File: config.mk
export PLATFORM = sky130hd
export DESIGN_NAME = card_presence_supervisor
export DESIGN_NICKNAME = d
export VERILOG_FILES = /design/src/rtl/cardsup_pkg.sv /design/src/rtl/cardsup_sync.sv /design/src/rtl/cardsup_debounce.sv /design/src/rtl/cardsup_fsm.sv /design/src/rtl/card_presence_supervisor.sv
export SDC_FILE = /design/constraint.sdc
export NUM_CORES = 1
export LEC_CHECK = 0
export BUFFER_PORTS_ARGS = -buffer_cell sky130_fd_sc_hd__buf_4
export CAP_MARGIN = 30
export CORE_MARGIN = 8
export CORE_UTILIZATION = 45
export CTS_CLUSTER_SIZE = 10
export DETAILED_ROUTE_END_ITERATION = 6
export GPL_TIMING_DRIVEN = 0
export PLACE_DENSITY = 0.69
export SETUP_SLACK_MARGIN = 0.15
export SYNTH_ARGS = -nofsm -noshare
export SYNTH_HDL_FRONTEND = slang
export SYNTH_SLANG_ARGS = --single-unit
File: constraint.sdc
create_clock -name clk -period 2.1 [get_ports clk]
set_input_delay 0.105 -clock clk [delete_from_list [all_inputs] [get_ports clk]]
set_output_delay 0.105 -clock clk [all_outputs]
set_load 0.005 [all_outputs]
File: src/rtl/cardsup_pkg.sv
package cardsup_pkg;

    typedef enum logic [2:0] {
        SUP_NOCARD   = 3'd0,
        SUP_DEBOUNCE = 3'd1,
        SUP_READY    = 3'd2,
        SUP_SESSION  = 3'd3,
        SUP_DEACT    = 3'd4,
        SUP_LATCH    = 3'd5
    } sup_state_e;

    // bit order of the synchronized input bundle
    localparam int IDX_DET  = 3;
    localparam int IDX_CMD  = 2;
    localparam int IDX_POK  = 1;
    localparam int IDX_FLT  = 0;
    localparam int N_INPUTS = 4;

endpackage

File: src/rtl/cardsup_sync.sv
module cardsup_sync #(
    parameter int          WIDTH     = 4,
    parameter int          STAGES    = 2,
    parameter logic [WIDTH-1:0] RST_VAL = '0
) (
    input  logic             clk,
    input  logic             rst_n,
    input  logic [WIDTH-1:0] async_in,
    output logic [WIDTH-1:0] sync_out
);

    logic [WIDTH-1:0] stage_q [STAGES];

    for (genvar s = 0; s < STAGES; s++) begin : g_stage
        always_ff @(posedge clk or negedge rst_n) begin
            if (!rst_n) begin
                stage_q[s] <= RST_VAL;
            end else if (s == 0) begin
                stage_q[s] <= async_in;
            end else begin
                stage_q[s] <= stage_q[(s == 0) ? 0 : s-1];
            end
        end
    end

    assign sync_out = stage_q[STAGES-1];

endmodule

File: src/rtl/cardsup_debounce.sv
module cardsup_debounce #(
    parameter int DEB_TICKS = 640
) (
    input  logic clk,
    input  logic rst_n,
    input  logic clear,
    input  logic tick,
    output logic done
);

    localparam int CW = $clog2(DEB_TICKS + 1);
    localparam logic [CW-1:0] LIMIT = CW'(DEB_TICKS);

    logic [CW-1:0] cnt_q;

    always_ff @(posedge clk or negedge rst_n) begin
        if (!rst_n) begin
            cnt_q <= '0;
        end else if (clear) begin
            cnt_q <= '0;
        end else if (tick && (cnt_q != LIMIT)) begin
            cnt_q <= cnt_q + CW'(1);
        end
    end

    assign done = (cnt_q == LIMIT);

    p_count_bounded_r2: assert property (@(posedge clk) disable iff (!rst_n)
        cnt_q <= LIMIT);
    p_no_tick_no_count_r2: assert property (@(posedge clk) disable iff (!rst_n)
        (!clear && !tick) |=> $stable(cnt_q));
    p_bounce_restarts_r3: assert property (@(posedge clk) disable iff (!rst_n)
        clear |=> (cnt_q == '0));

endmodule

File: src/rtl/cardsup_fsm.sv
module cardsup_fsm
    import cardsup_pkg::*;
(
    input  logic clk,
    input  logic rst_n,
    input  logic pres,
    input  logic sess,
    input  logic pok,
    input  logic flt,
    input  logic deb_done,
    output logic deb_clear,
    output logic status_ok,
    output logic emerg
);

    sup_state_e state_q, state_d;

    always_ff @(posedge clk or negedge rst_n) begin
        if (!rst_n) state_q <= SUP_NOCARD;
        else        state_q <= state_d;
    end

    always_comb begin
        state_d = state_q;
        unique case (state_q)
            SUP_NOCARD: begin
                if (pres) state_d = SUP_DEBOUNCE;                       // insert
            end
            SUP_DEBOUNCE: begin
                if (!pres)                                state_d = SUP_NOCARD;  // bounce
                else if (deb_done && !sess && pok && !flt) state_d = SUP_READY;  // settle
            end
            SUP_READY: begin
                if (!pres)            state_d = SUP_NOCARD;   // pull
                else if (!pok || flt) state_d = SUP_LATCH;    // idle-fault
                else if (sess)        state_d = SUP_SESSION;  // open
            end
            SUP_SESSION: begin
                if (!pres || !pok || flt) state_d = SUP_DEACT;  // trip
                else if (!sess)           state_d = SUP_READY;  // close
            end
            SUP_DEACT: begin
                state_d = SUP_LATCH;                              // hold
            end
            SUP_LATCH: begin
                if (!sess) begin
                    if (!pres)           state_d = SUP_NOCARD;    // vacate
                    else if (pok && !flt) state_d = SUP_READY;    // recover
                end
            end
            default: state_d = SUP_NOCARD;
        endcase
    end

    always_comb begin
        deb_clear = (state_q != SUP_DEBOUNCE) || !pres;
        status_ok = ((state_q == SUP_READY) || (state_q == SUP_SESSION)) && pok;
        emerg     = (state_q == SUP_DEACT);
    end

    p_pulse_single_r6: assert property (@(posedge clk) disable iff (!rst_n)
        emerg |=> !emerg);
    p_pulse_from_session_r7: assert property (@(posedge clk) disable iff (!rst_n)
        emerg |-> ($past(state_q) == SUP_SESSION));
    p_settle_needs_count_r2: assert property (@(posedge clk) disable iff (!rst_n)
        ((state_q == SUP_READY) && ($past(state_q) == SUP_DEBOUNCE)) |-> $past(deb_done));
    p_latch_until_release_r8: assert property (@(posedge clk) disable iff (!rst_n)
        ((state_q == SUP_LATCH) && sess) |=> (state_q != SUP_READY));
    p_supply_forces_low_r11: assert property (@(posedge clk) disable iff (!rst_n)
        !pok |-> !status_ok);

endmodule

File: src/rtl/card_presence_supervisor.sv
module card_presence_supervisor
    import cardsup_pkg::*;
#(
    parameter int DEB_TICKS   = 640,
    parameter int SYNC_STAGES = 2
) (
    input  logic clk,
    input  logic rst_n,
    input  logic card_det_n,
    input  logic sess_cmd_n,
    input  logic pwr_ok,
    input  logic hw_fault,
    input  logic slow_tick,
    output logic card_ok,
    output logic emerg_deact
);

    localparam logic [N_INPUTS-1:0] SYNC_RST = N_INPUTS'(4'b1100);

    logic [N_INPUTS-1:0] raw_in, syn_in;
    logic deb_clear, deb_done;

    assign raw_in[IDX_DET] = card_det_n;
    assign raw_in[IDX_CMD] = sess_cmd_n;
    assign raw_in[IDX_POK] = pwr_ok;
    assign raw_in[IDX_FLT] = hw_fault;

    cardsup_sync #(
        .WIDTH  (N_INPUTS),
        .STAGES (SYNC_STAGES),
        .RST_VAL(SYNC_RST)
    ) u_sync (
        .clk     (clk),
        .rst_n   (rst_n),
        .async_in(raw_in),
        .sync_out(syn_in)
    );

    cardsup_debounce #(
        .DEB_TICKS(DEB_TICKS)
    ) u_deb (
        .clk  (clk),
        .rst_n(rst_n),
        .clear(deb_clear),
        .tick (slow_tick),
        .done (deb_done)
    );

    cardsup_fsm u_fsm (
        .clk      (clk),
        .rst_n    (rst_n),
        .pres     (!syn_in[IDX_DET]),
        .sess     (!syn_in[IDX_CMD]),
        .pok      (syn_in[IDX_POK]),
        .flt      (syn_in[IDX_FLT]),
        .deb_done (deb_done),
        .deb_clear(deb_clear),
        .status_ok(card_ok),
        .emerg    (emerg_deact)
    );

    p_reset_quiet_r1: assert property (@(posedge clk)
        !rst_n |=> (!card_ok && !emerg_deact));

endmodule

After elaboration in Yosys (flattened, before gate mapping)
Cells that the tools add are included.

storage, ports and cells
  register bits = 21
  input port bits = 7
  output and inout bits = 2

operators by class
  add/sub/neg operators = 1
  equal/unequal tests = 14
  multiplexer cells = 14
  reductions and logical operators = 16

operators with widths
  cell                     number
  $mux W3                  11
  $mux W10                 2
  $pmux W3 S6              1
  $add A10 B1 Y10 const B  1
  $eq A10 B10 Y1 const B   1
  $ne A10 B10 Y1 const B   1
  $ne A3 B2 Y1 const B     3
  $eq A3 B2 Y1 const B     2
  $eq A3 B3 Y1 const B     2
  $logic_and A1 B1 Y1      6
  $reduce_and A6 Y1        1
  $logic_or A1 B1 Y1       5
  $ne A2 B2 Y1 const B     2
  $ne A4 B3 Y1 const B     1
  $eq A3 B1 Y1 const B     1
  $logic_not A3 Y1         1
  $ne A3 B1 Y1 const B     1
  $logic_not A1 Y1         2
  $reduce_bool A2 Y1       1

Logic depth before layout (Yosys ltp)
Gate-level depths: netlist (run 1).

  word-level depth = 7
  mapped depth = 6
  gate-level depth less buffers = 6

Cells and area by module
Synthesis (run 1) repeated with hierarchy kept, for this count alone.

unflattened totals
  cells, all modules = 117
  area total of the unflattened synthesis = 1166.1 um^2

modules (own cells, without submodules)
  module                    instances  cells an instance  area each (um^2)  seq. area each (um^2)
  cardsup_debounce          1          66                 631.9             250.2
  cardsup_fsm               1          37                 291.5             75.1
  cardsup_sync              1          12                 235.2             205.2
  card_presence_supervisor  1          2                  7.5               0.0

Worst setup path after synthesis (run 1)
OpenSTA, ideal clock, no wires.

  path kind = reg2reg
  start point = register u_deb.cnt_q[0]
  end point = register u_fsm.state_q[0]
  library setup time = 0.126 ns
  data arrival time = 1.747 ns
  setup slack = 0.227 ns
  cell stages (with the launch flop) = 7
  buffers on the path = 0
  period minus slack after synthesis = 1.873 ns
  cell sequence = dfrtp_1 -> inv_1 -> ha_1 -> or4b_4 -> nor4_2 -> o22ai_1 -> a221o_1

between the ends
  cells in the longest elaborated chain, start to end = 6

RTL lines
  what                              RTL line                text
  start, declared                   cardsup_debounce.sv:14  logic [CW-1:0] cnt_q;
  start signal, assigned            cardsup_debounce.sv:22  cnt_q <= cnt_q + CW'(1);
  $eq A10 B10 Y1                    cardsup_debounce.sv:26  assign done = (cnt_q == LIMIT);
  $logic_and A1 B1 Y1 (3 in a row)  cardsup_fsm.sv:31       else if (deb_done && !sess && pok && !flt) state_d = SUP_READY;
  $ne A3 B2 Y1 (no line)            n/a
  $reduce_and A6 Y1 (no line)       n/a
  end signal, assigned              cardsup_fsm.sv:20       else state_q <= state_d;
  end, declared                     cardsup_fsm.sv:16       sup_state_e state_q, state_d;

Every way passes these cells.
A chain may end at the register's enable or synchronous reset.

Worst setup path in the final report (run 1)
  start point = register u_deb.cnt_q[1]
  end point = register u_deb.cnt_q[4]

between the ends
  cells in the longest elaborated chain, start to end = 3
  elaborated cells between the ends (all ways) = 6
  those cells by class = add/sub (1); eq/ne (1); mux (2); reduce/logical (2)

RTL lines
  what                                                      RTL line                                        text
  $add A10 B1 Y10 / $ne A10 B10 Y1 (equally long branches)  cardsup_debounce.sv:22, cardsup_debounce.sv:21
  $mux W10 / $logic_and A1 B1 Y1 (equally long branches)    cardsup_debounce.sv:21                          end else if (tick && (cnt_q != LIMIT)) begin
  $mux W10 / $reduce_bool A2 Y1 (equally long branches)     n/a

Several ways; a longest one is shown, not always the timed one. The select of a mux whose other input is x is not followed.

==> results of run 1 <==
-- cell type report --
cell class                      instances  share of cell area
Buffer                                  3              0.0101
Clock buffer                            3              0.0181
Clock inverter                          1             0.00402
Inverter                                7              0.0211
Multi-Input combinational cell         65               0.385
Sequential cell                        21               0.427
Tap cell                               28              0.0282
Timing Repair Buffer                   16               0.107
-- placed cells by master (no fill, tap or decap), drive strengths merged, types with 3 or more instances in the layout --
master	count
dfrtp	17
buf	12
nor2	11
xor2	8
inv	7
dlygate4sd3	5
clkbuf	5
dfstp	4
and3	3
nand2b	3
nand4	3
o311ai	3
-- state kept, by name, summed over array words and instances (netlist names) --
name	cells
u_fsm.state_q	3
u_sync.sync_out	4
u_deb.cnt_q	10
u_sync.stage_q	4
-- cells by family after synthesis --
family / synth area share
xor gates and xnor gates: 0.0848
DFF: 0.513
muxes: 0.00969
and+or+nand+nor: 0.212
AOI/OAI and AO/OA: 0.119
adders and majority gates: 0.0242
buffers and inverters: 0.0375
-- timing repair --
item	4_1_cts	5_1_grt
hold buffers	5	0
endpoints found under the hold margin	25	0
setup endpoints to repair	1	3
buffers inserted	2	1
gates cloned	0	0
pin swaps	0	2
resized for setup	0	4
-- worst max-delay path, cell delays in order (launching register included) --
cell	delay, ps
dfrtp_1	410
inv_1	60
ha_1	120
or4b_4	500
o311ai_0	400
xor2_1	180
nor2_1	50
-- per-layer routing --
metal,share of wire,up-vias,GRT usage,wire length (um)
met5,0,-,0,0
met4,0.011,0,0.0585,21
met3,0.028,2,0.0296,54
met2,0.48,10,0.156,935
met1,0.48,398,0.121,935
li1,-,387,-,-
-- worst min path at each step --
stage	cells past startpoint	slack, ps	to	startpoint
2_1_floorplan	0	-190	u_deb.cnt_q[0]	rst_n
3_3_place_gp	1	0.8	u_deb.cnt_q[3]	rst_n
3_5_place_dp	1	3	u_deb.cnt_q[3]	rst_n
4_1_cts	4	190	u_deb.cnt_q[5]	slow_tick
5_1_grt	4	210	u_deb.cnt_q[5]	slow_tick
6_report	4	180	u_deb.cnt_q[3]	slow_tick
-- where the power goes --
part,switching [mW],internal (mW)
registers,0.0296,0.449
logic,0.192,0.162
clock network,0.122,0.0709
-- stage by stage --
stage           util  setup WS, ps  std cells  power, mW  hold slack (ps)
2_1_floorplan      -           227         96      0.710             -191
3_3_place_gp   0.515           127        132      0.787            0.775
3_5_place_dp   0.515           107        132      0.802             2.99
4_1_cts        0.557           160        143       1.01              194
5_1_grt        0.568           161        144       1.10              208
6_report       0.568           254        144       1.03              183
==> impl_metrics.csv, run 1 <==
group,metric,value,unit
synth,synth_top_area_share,0.412,
routing,drcViolationCount,0,
synth,synth.top_cells.by_area,"dfrtp_1 (41%), dfstp_2 (10%), xor2_1 (6.8%), nor2_1 (4.0%), inv_1 (2.5%)",
worst_setup_path,startpoint,"u_deb.cnt_q[1]",
clock_tree,cts_tree,"yes",
synth,ys_ff_latch,21,
timing,maxSlewHeadroom,0.697,
power,power_leakage,0.544,nW
synth,synth_top_area_cell,"dfrtp_1",
worst_setup_path,path_class,"reg -> reg",
synth,synth_cell_type_count,37,
power,cellPowerDensity,825,nW/um2
run_status,status,"finished, final reports clean",
worst_setup_path,crit_arrival,2030,ps
timing,period_needed,1850,ps
worst_setup_path,r2r_setup_slack,250,ps
routing,vias,797,
synth,ys_warn_count,0,
floorplanning,initial_core_util,0.472,
floorplanning,die_x,63.9,um
synth,synth-main-ff-cell,"dfrtp_1",
clock_tree,cts_buffers,3,
final_layout,fillCellCount,192,
timing,rsz0062_at_grt,"no",
timing,finalMaxSlewViolations,0,
synth,avgSynthCellArea,10.8,um2
worst_setup_path,critPathRequiredTime,2280,ps
final_layout,seq_area,531,um2
global_route,grt_max_degree,22,
clock_tree,clk_pin_slew,120,ps
timing,tightest_slew,455,ps
worst_setup_path,r2r_start,"u_deb.cnt_q[1]",
clock_tree,cts_buffer_depth,2,
hold_path,hp-class,"in -> reg",
global_route,grt_usage,0.101,
clock_tree,cts_root_buffer,"clkbuf_4",
routing,vias_per_cell,5.53,
timing,fin_crit_sh,0.879,
placed_design,port_buffers,8,
job,maxCapViolations,0,
worst_setup_path,endpoint,"u_deb.cnt_q[4]",
synth,synth_edf_count,0,
final_layout,final_layout_size_suffix_gt1_frac,0.233,
worst_setup_path,r2r_cells,6,
clock_tree,cts_sinks,21,
worst_setup_path,start_kind,"flip-flop",
floorplanning,rows,17,
placed_design,dpl.hpwl,1260,um
timing,fmax,542,MHz
routing,wire_per_inst,13.5,um
timing,setup_tns,0,ps
timing,setup_viol,0,
synth,syn-cell-area,1030,um2
synth,synth.most_common_cell,"dfrtp_1",
clock_tree,htree_levels,1,
placed_design,gp_congestion,0.799,
final_layout,n_antenna_cell,0,
worst_setup_path,r2r_end,"u_deb.cnt_q[4]",
global_route,gr-total-overflow,0,
routing,wl,1950,um
floorplanning,dieArea,4090,um2
floorplanning,io_pins,9,
final_layout,syn_to_final_growth,20.3,%
timing,finClkSkew,2.79,ps
synth,synthArstFlopShare,1.00,
routing,dr.pass1.iters,4,
floorplanning,core_area,2190,um2
synth,syn_nets,105,
final_layout,final_nets,126,
global_route,grt_pass1_wl,3320,um
global_route,grt_pass1_vias,749,
clock_tree,clk_latency,300,ps
final_layout,final_cell_area,1240,um2
routing,drt-initial-drc-count,23,
synth,yosysSeqAreaShare,0.513,
final_layout,multi_input_area,479,um2
global_route,antenna_found_initial,0,
power,ir_worst_vdd,0.455,mV
synth,syn_inst,96,
floorplanning,die_h,63.9,um
worst_setup_path,worstPathMaxFanout,5,
synth,synth_common_cells,"dfrtp_1 (17), nor2_1 (11), xor2_1 (8)",
placed_design,postPlaceCellArea,1130,um2
timing,hold_viol,0,
routing,ant_nets,0,
worst_setup_path,crit_path_end_kind,"flip-flop",
Power figures use the tool's default switching activity.
==> run 2: changes to the inputs <==
- CELL_PAD_IN_SITES_DETAIL_PLACEMENT: unset -> 2
- CELL_PAD_IN_SITES_GLOBAL_PLACEMENT: unset -> 2
- CORE_UTILIZATION: 45 -> 37
- PLACE_DENSITY: 0.69 -> 0.81
==> run 2 against run 1 <==
Final area decreased by 0.30%. Power is 2.7% higher. Routed wire length rose by 31%. Global-route usage increased by 2.1 points. Clock power rose by 4%. Via count fell by 0.25%. Setup slack got worse by 84 ps. Final cell count rose by 1.4%.
==> impl_metrics.csv, run 2 (same netlist as run 1, synthesis figures left out) <==
group,metric,value,unit
floorplanning,dieArea,4740,um2
worst_setup_path,slowest_delay,510,ps
routing,drt-initial-drc-count,23,
routing,ant_nets,0,
floorplanning,die_x,68.9,um
clock_tree,htree_levels,1,
global_route,grt_pass1_vias,908,
power,cellPowerDensity,849,nW/um2
worst_setup_path,startpoint,"u_deb.cnt_q[0]",
power,ir_worst_vdd,0.556,mV
timing,fmax,518,MHz
timing,tightest_slew,491,ps
power,power_frac_clock,0.191,
placed_design,numPlacedInstances,135,
placed_design,dp_slack,-18.9,ps
timing,fin_crit_sh,0.919,
final_layout,syn_to_final_growth,20.0,%
worst_setup_path,start_kind,"flip-flop",
clock_tree,cts_root_buffer,"clkbuf_4",
floorplanning,die_h,68.9,um
placed_design,dpl.hpwl,1830,um
floorplanning,initial_core_util,0.381,
power,p_switching,0.375,mW
routing,vias_per_cell,5.45,
worst_setup_path,critPathRequiredTime,2300,ps
final_layout,final_nets,125,
placed_design,gp_congestion,0.742,
final_layout,n_antenna_cell,0,
clock_tree,clk_pin_slew,120,ps
clock_tree,cts_buffer_depth,2,
job,maxCapViolations,0,
timing,hold_viol,0,
routing,wire_per_inst,17.5,um
final_layout,instances_no_fill,146,
final_layout,largest_reg_flops,10,
global_route,gr-total-overflow,0,
power,power_leakage,0.539,nW
clock_tree,clk_latency,310,ps
power,seqPwrFrac,0.455,
routing,drcViolationCount,0,
hold_path,hp-class,"in -> reg",
worst_setup_path,r2r_start,"u_deb.cnt_q[0]",
timing,period_needed,1930,ps
worst_setup_path,worstPathMaxFanout,5,
final_layout,fillCellCount,296,
final_layout,mostFrequentLayoutCells,"dfrtp_1 (17), nor2_1 (11), buf_4 (10)",
power,intPower,0.678,mW
power,comb_power_share,0.354,
clock_tree,cts_sinks,21,
floorplanning,rows,19,
global_route,grt_max_degree,22,
timing,finalMaxSlewViolations,0,
routing,vias,795,
timing,rsz0062_at_grt,"yes",
global_route,grt_usage,0.121,
clock_tree,cts_buffers,3,
final_layout,final_cell_area,1240,um2
global_route,antenna_found_initial,0,
hold_path,worst_hold_startpoint,"slow_tick",
worst_setup_path,worstPathCellList,"inv_1 -> ha_1 -> or4b_4 -> nor4_4 -> o22ai_2 -> a221o_1",
routing,wl,2560,um
timing,maxSlewHeadroom,0.664,
timing,worst_slack,170,ps
final_layout,final_layout_size_suffix_gt1_frac,0.226,
final_layout,layout_commonest_cell,"dfrtp_1",
final_layout,seq_area,531,um2
floorplanning,core_area,2710,um2
global_route,grt_pass1_wl,4350,um
worst_setup_path,crit_path_end_kind,"flip-flop",
routing,dr.pass1.iters,4,
worst_setup_path,crit_arrival,2130,ps
placed_design,postPlaceCellArea,1130,um2
worst_setup_path,crit_path_top_delay_cell,"or4b_4",
clock_tree,cts_tree,"yes",
timing,finClkSkew,2.76,ps
worst_setup_path,path_class,"reg -> reg",
placed_design,port_buffers,8,
final_layout,regMostFlops,"u_deb.cnt_q",
timing,setup_viol,0,
power,switching_share,0.356,
floorplanning,io_pins,9,
run_status,status,"finished, final reports clean",
final_layout,multi_input_area,479,um2
-- run 2: repair_timing --
item,CTS,global route
pin swaps,2,0
gates resized for setup,2,3
hold buffers,5,0
buffers inserted,2,0
endpoints found under the hold margin,25,0
setup endpoints to repair,3,4
-- run 2: cell type report --
cell class | count | area share
Inverter | 7 | 0.0212
Buffer | 3 | 0.0101
Timing Repair Buffer | 15 | 0.101
Sequential cell | 21 | 0.428
Multi-Input combinational cell | 65 | 0.386
Tap cell | 31 | 0.0313
Clock inverter | 1 | 0.00404
Clock buffer | 3 | 0.0182
-- run 2: per-layer routing --
layer  vias up  part of all wire  global-route usage
li1        384                 -                   -
met1       400              0.43               0.141
met2         9              0.53               0.216
met3         2             0.030              0.0275
met4         0            0.0082              0.0376
met5         -                 0                   0
-- run 2: path summary, 6_finish.rpt --
kind | to | slack, ps | cells after the start
max | u_fsm.state_q[0] | 170 | 6
min | u_deb.cnt_q[4] | 190 | 4
max reg2reg | u_fsm.state_q[0] | 170 | 6
min reg2reg | u_sync.sync_out[0] | 360 | 0
max in group asynchronous | u_sync.sync_out[2] | 1620 | 2
min in group asynchronous | u_deb.cnt_q[5] | 200 | 2
-- run 2: metrics by stage --
stage / TNS, ps / hold WS [ps] / utilization / total power [mW]
after global routing: 0 / 201 / 0.458 / 1.11
final: 0 / 191 / 0.458 / 1.05
after global placement: 0 / 2.86 / 0.418 / 0.794
after CTS: 0 / 197 / 0.458 / 1.06
after floorplan: 0 / -191 / - / 0.710
after detailed placement: -18.9 / 4.76 / 0.418 / 0.833
-- run 2: worst max-delay path: cells and delay by family, from the launching register on --
family	cells	cell delay [ps]
compound gates	2	500
simple gates	2	690
buf+inv	1	70
fa+ha+maj	1	140
flops	1	410
-- run 2: power by group through the flow --
stage	Clock [mW]	Sequential [mW]	Combinational, mW
2_1_floorplan	0	0.479	0.232
3_3_place_gp	0	0.486	0.307
3_5_place_dp	0	0.490	0.343
4_1_cts	0.208	0.479	0.378
5_1_grt	0.225	0.482	0.405
6_report	0.201	0.479	0.373
==> run 3: changes to the inputs <==
- ABC_AREA: unset -> 1
- CORE_MARGIN: 8 -> unset
- CORE_UTILIZATION: 37 -> 34
- CTS_CLUSTER_DIAMETER: unset -> 30
- PLACE_DENSITY: 0.81 -> 0.82
==> run 3 against run 2 <==
Final cell count up 42%. Critical path type unchanged. Largest power group unchanged. Largest cell class is now multi-input gates. Die area down 24%. Register-to-register slack better by 250 ps. Highest routed layer unchanged. Setup slack better by 250 ps. Critical path depth up 3.
==> impl_metrics.csv, run 3 <==
group,metric,value,unit
run_status,status,"finished, final reports clean",
clock_tree,clk_latency,320,ps
global_route,grt_usage,0.194,
timing,setup_tns,0,ps
floorplanning,die_h,60.1,um
synth,ys_warn_count,0,
global_route,grt_pass1_wl,5100,um
routing,dr.pass1.iters,4,
placed_design,port_buffers,8,
final_layout,syn_to_final_growth,16.8,%
clock_tree,cts_root_buffer,"clkbuf_4",
floorplanning,die_x,60.1,um
synth,ys_ff_latch,21,
timing,period_needed,1680,ps
global_route,gr-total-overflow,0,
routing,drt-initial-drc-count,29,
worst_setup_path,start_kind,"flip-flop",
routing,vias_per_cell,4.87,
worst_setup_path,crit_path_end_kind,"flip-flop",
timing,setup_viol,0,
final_layout,n_antenna_cell,0,
routing,drcViolationCount,0,
synth,synth_edf_count,0,
synth,synth_cell_type_count,21,
global_route,antenna_found_initial,0,
worst_setup_path,slowest_delay,470,ps
synth,yosysSeqAreaShare,0.463,
final_layout,layout_commonest_cell,"nand2_1",
worst_setup_path,worstPathMaxFanout,6,
final_layout,instances_no_fill,208,
synth,synth.top_cells.by_area,"dfrtp_1 (37%), nand2_1 (12%), dfstp_2 (9.2%), nor2_1 (6.2%), nand3_1 (5.2%)",
worst_setup_path,crit_arrival,1900,ps
placed_design,numPlacedInstances,199,
timing,rsz0062_at_grt,"no",
clock_tree,cts_sinks,21,
synth,synth_top_area_share,0.371,
final_layout,largest_reg_flops,10,
timing,maxSlewHeadroom,0.767,
final_layout,final_layout_size_suffix_gt1_frac,0.201,
clock_tree,clk_pin_slew,130,ps
worst_setup_path,crit_path_top_delay_cell,"dfrtp_1",
clock_tree,cts_tree,"yes",
routing,ant_nets,0,
power,power,1.00,mW
timing,fin_crit_sh,0.801,
power,cellPowerDensity,750,nW/um2
clock_tree,cts_buffer_depth,2,
clock_tree,cts_buffers,3,
timing,finalMaxSlewViolations,0,
floorplanning,core_area,3130,um2
placed_design,gp_congestion,0.733,
worst_setup_path,path_delay_family,"simple AND/OR/NAND/NOR gates",
synth,syn_inst,147,
synth,synth_common_cells,"nand2_1 (36), nor2_1 (19), dfrtp_1 (17)",
job,maxCapViolations,0,
hold_path,hp-class,"in -> async",
floorplanning,rows,20,
clock_tree,htree_levels,1,
floorplanning,initial_core_util,0.366,
placed_design,dpl.hpwl,2190,um
worst_setup_path,path_class,"reg -> reg",
timing,finClkSkew,7.69,ps
routing,wl,2860,um
final_layout,final_nets,174,
synth,synth-main-ff-cell,"dfrtp_1",
final_layout,regMostFlops,"u_deb.cnt_q",
power,power_leakage,0.629,nW
synth,syn_nets,156,
global_route,grt_pass1_vias,1095,
clock_tree,post_cts_buffers,0,
timing,holdWs,198,ps
power,ir_worst_vdd,0.356,mV
floorplanning,dieArea,3610,um2
synth,synth_top_area_cell,"dfrtp_1",
routing,wire_per_inst,13.8,um
global_route,grt_max_degree,22,
timing,fmax,595,MHz
floorplanning,io_pins,9,
worst_setup_path,worstPathCellList,"inv_1 -> ha_1 -> nand2_1 -> nor2_1 -> nand2_1 -> nand2_2 -> inv_1 -> nand4_1 -> o21ai_1",
worst_setup_path,worst-path-buf-inv,2,
synth,avgSynthCellArea,7.80,um2
worst_setup_path,critPathRequiredTime,2320,ps
timing,hold_viol,0,
synth,synthArstFlopShare,1.00,
routing,vias,1013,
timing,tightest_slew,347,ps
final_layout,mostFrequentLayoutCells,"nand2_1 (36), nor2_1 (19), dfrtp_1 (17)",
clock_tree,postCtsResizedCells,0,
synth,syn-cell-area,1150,um2
synth,synth.most_common_cell,"nand2_1",
[run 3: cell types whose count changed after synthesis, moves of 5 or more]
cell / change
inv_1: +9
nand3_1: +11
nor2_1: +8
nand2_2: +5
xor2_1: -5
inv_2: +5
o21ai_1: +6
nand2_1: +34
[run 3: cell type report]
cell class	instances	area (um2)
Inverter	21	78.8
Timing Repair Buffer	13	110
Sequential cell	21	531
Clock inverter	1	5.00
Tap cell	44	55.1
Multi-Input combinational cell	105	537
Clock buffer	3	22.5
Fill cell	370	1790
[run 3: worst paths after layout]
path | startpoint | slack (ps) | endpoint | depth (start not counted)
setup / recovery | u_deb.cnt_q[0] | 420 | u_deb.cnt_q[5] | 9
hold / removal | rst_n | 200 | u_deb.cnt_q[7] | 2
setup reg to reg | u_deb.cnt_q[0] | 420 | u_deb.cnt_q[5] | 9
hold reg to reg | u_sync.stage_q[5] | 360 | u_sync.sync_out[1] | 0
max in group asynchronous | rst_n | 1620 | u_sync.sync_out[3] | 2
min in group clk | slow_tick | 200 | u_deb.cnt_q[6] | 4
[run 3: stage by stage]
stage	setup WS [ps]	instance area (um2)	utilization
floorplan	790	1150	-
global placement	523	1260	0.403
detailed placement	455	1260	0.403
CTS	409	1340	0.428
global route	249	1340	0.428
finish	419	1340	0.428
[run 3: logic make-up after synthesis]
kind of cell,share of synthesized area
AND/OR/NAND/NOR,0.371
XOR/XNOR,0.0229
adder cells (fa/ha/maj),0.0218
flip-flops,0.463
AO/OA/AOI/OAI,0.0524
buffers and inverters,0.0688
[run 3: worst reg2reg max path: stages (launching register included)]
cell	delay, ps
dfrtp_1	470
inv_1	130
ha_1	180
nand2_1	60
nor2_1	160
nand2_1	100
nand2_2	150
inv_1	150
nand4_1	110
o21ai_1	70
[run 3: power by group]
| group | switching, mW | total [mW] | internal [mW] | leakage, nW |
|---|---|---|---|---|
| Combinational | 0.190 | 0.297 | 0.107 | 0.345 |
| Sequential | 0.0555 | 0.498 | 0.442 | 0.267 |
| Clock | 0.138 | 0.209 | 0.0714 | 0.0177 |
| Total | 0.383 | 1.00 | 0.621 | 0.629 |
[run 3: per-layer routing]
| metal | share of wire | track usage | vias up |
|---|---|---|---|
| li1 | - | - | 502 |
| met1 | 0.50 | 0.279 | 493 |
| met2 | 0.46 | 0.295 | 13 |
| met3 | 0.017 | 0.0260 | 5 |
| met4 | 0.015 | 0.0698 | 0 |
| met5 | 0 | 0 | - |
[run 3: timing repair]
action                                  4_1_cts  5_1_grt
endpoints found under the setup margin        0        0
hold buffers                                  5        0
endpoints found under the hold margin        25        0
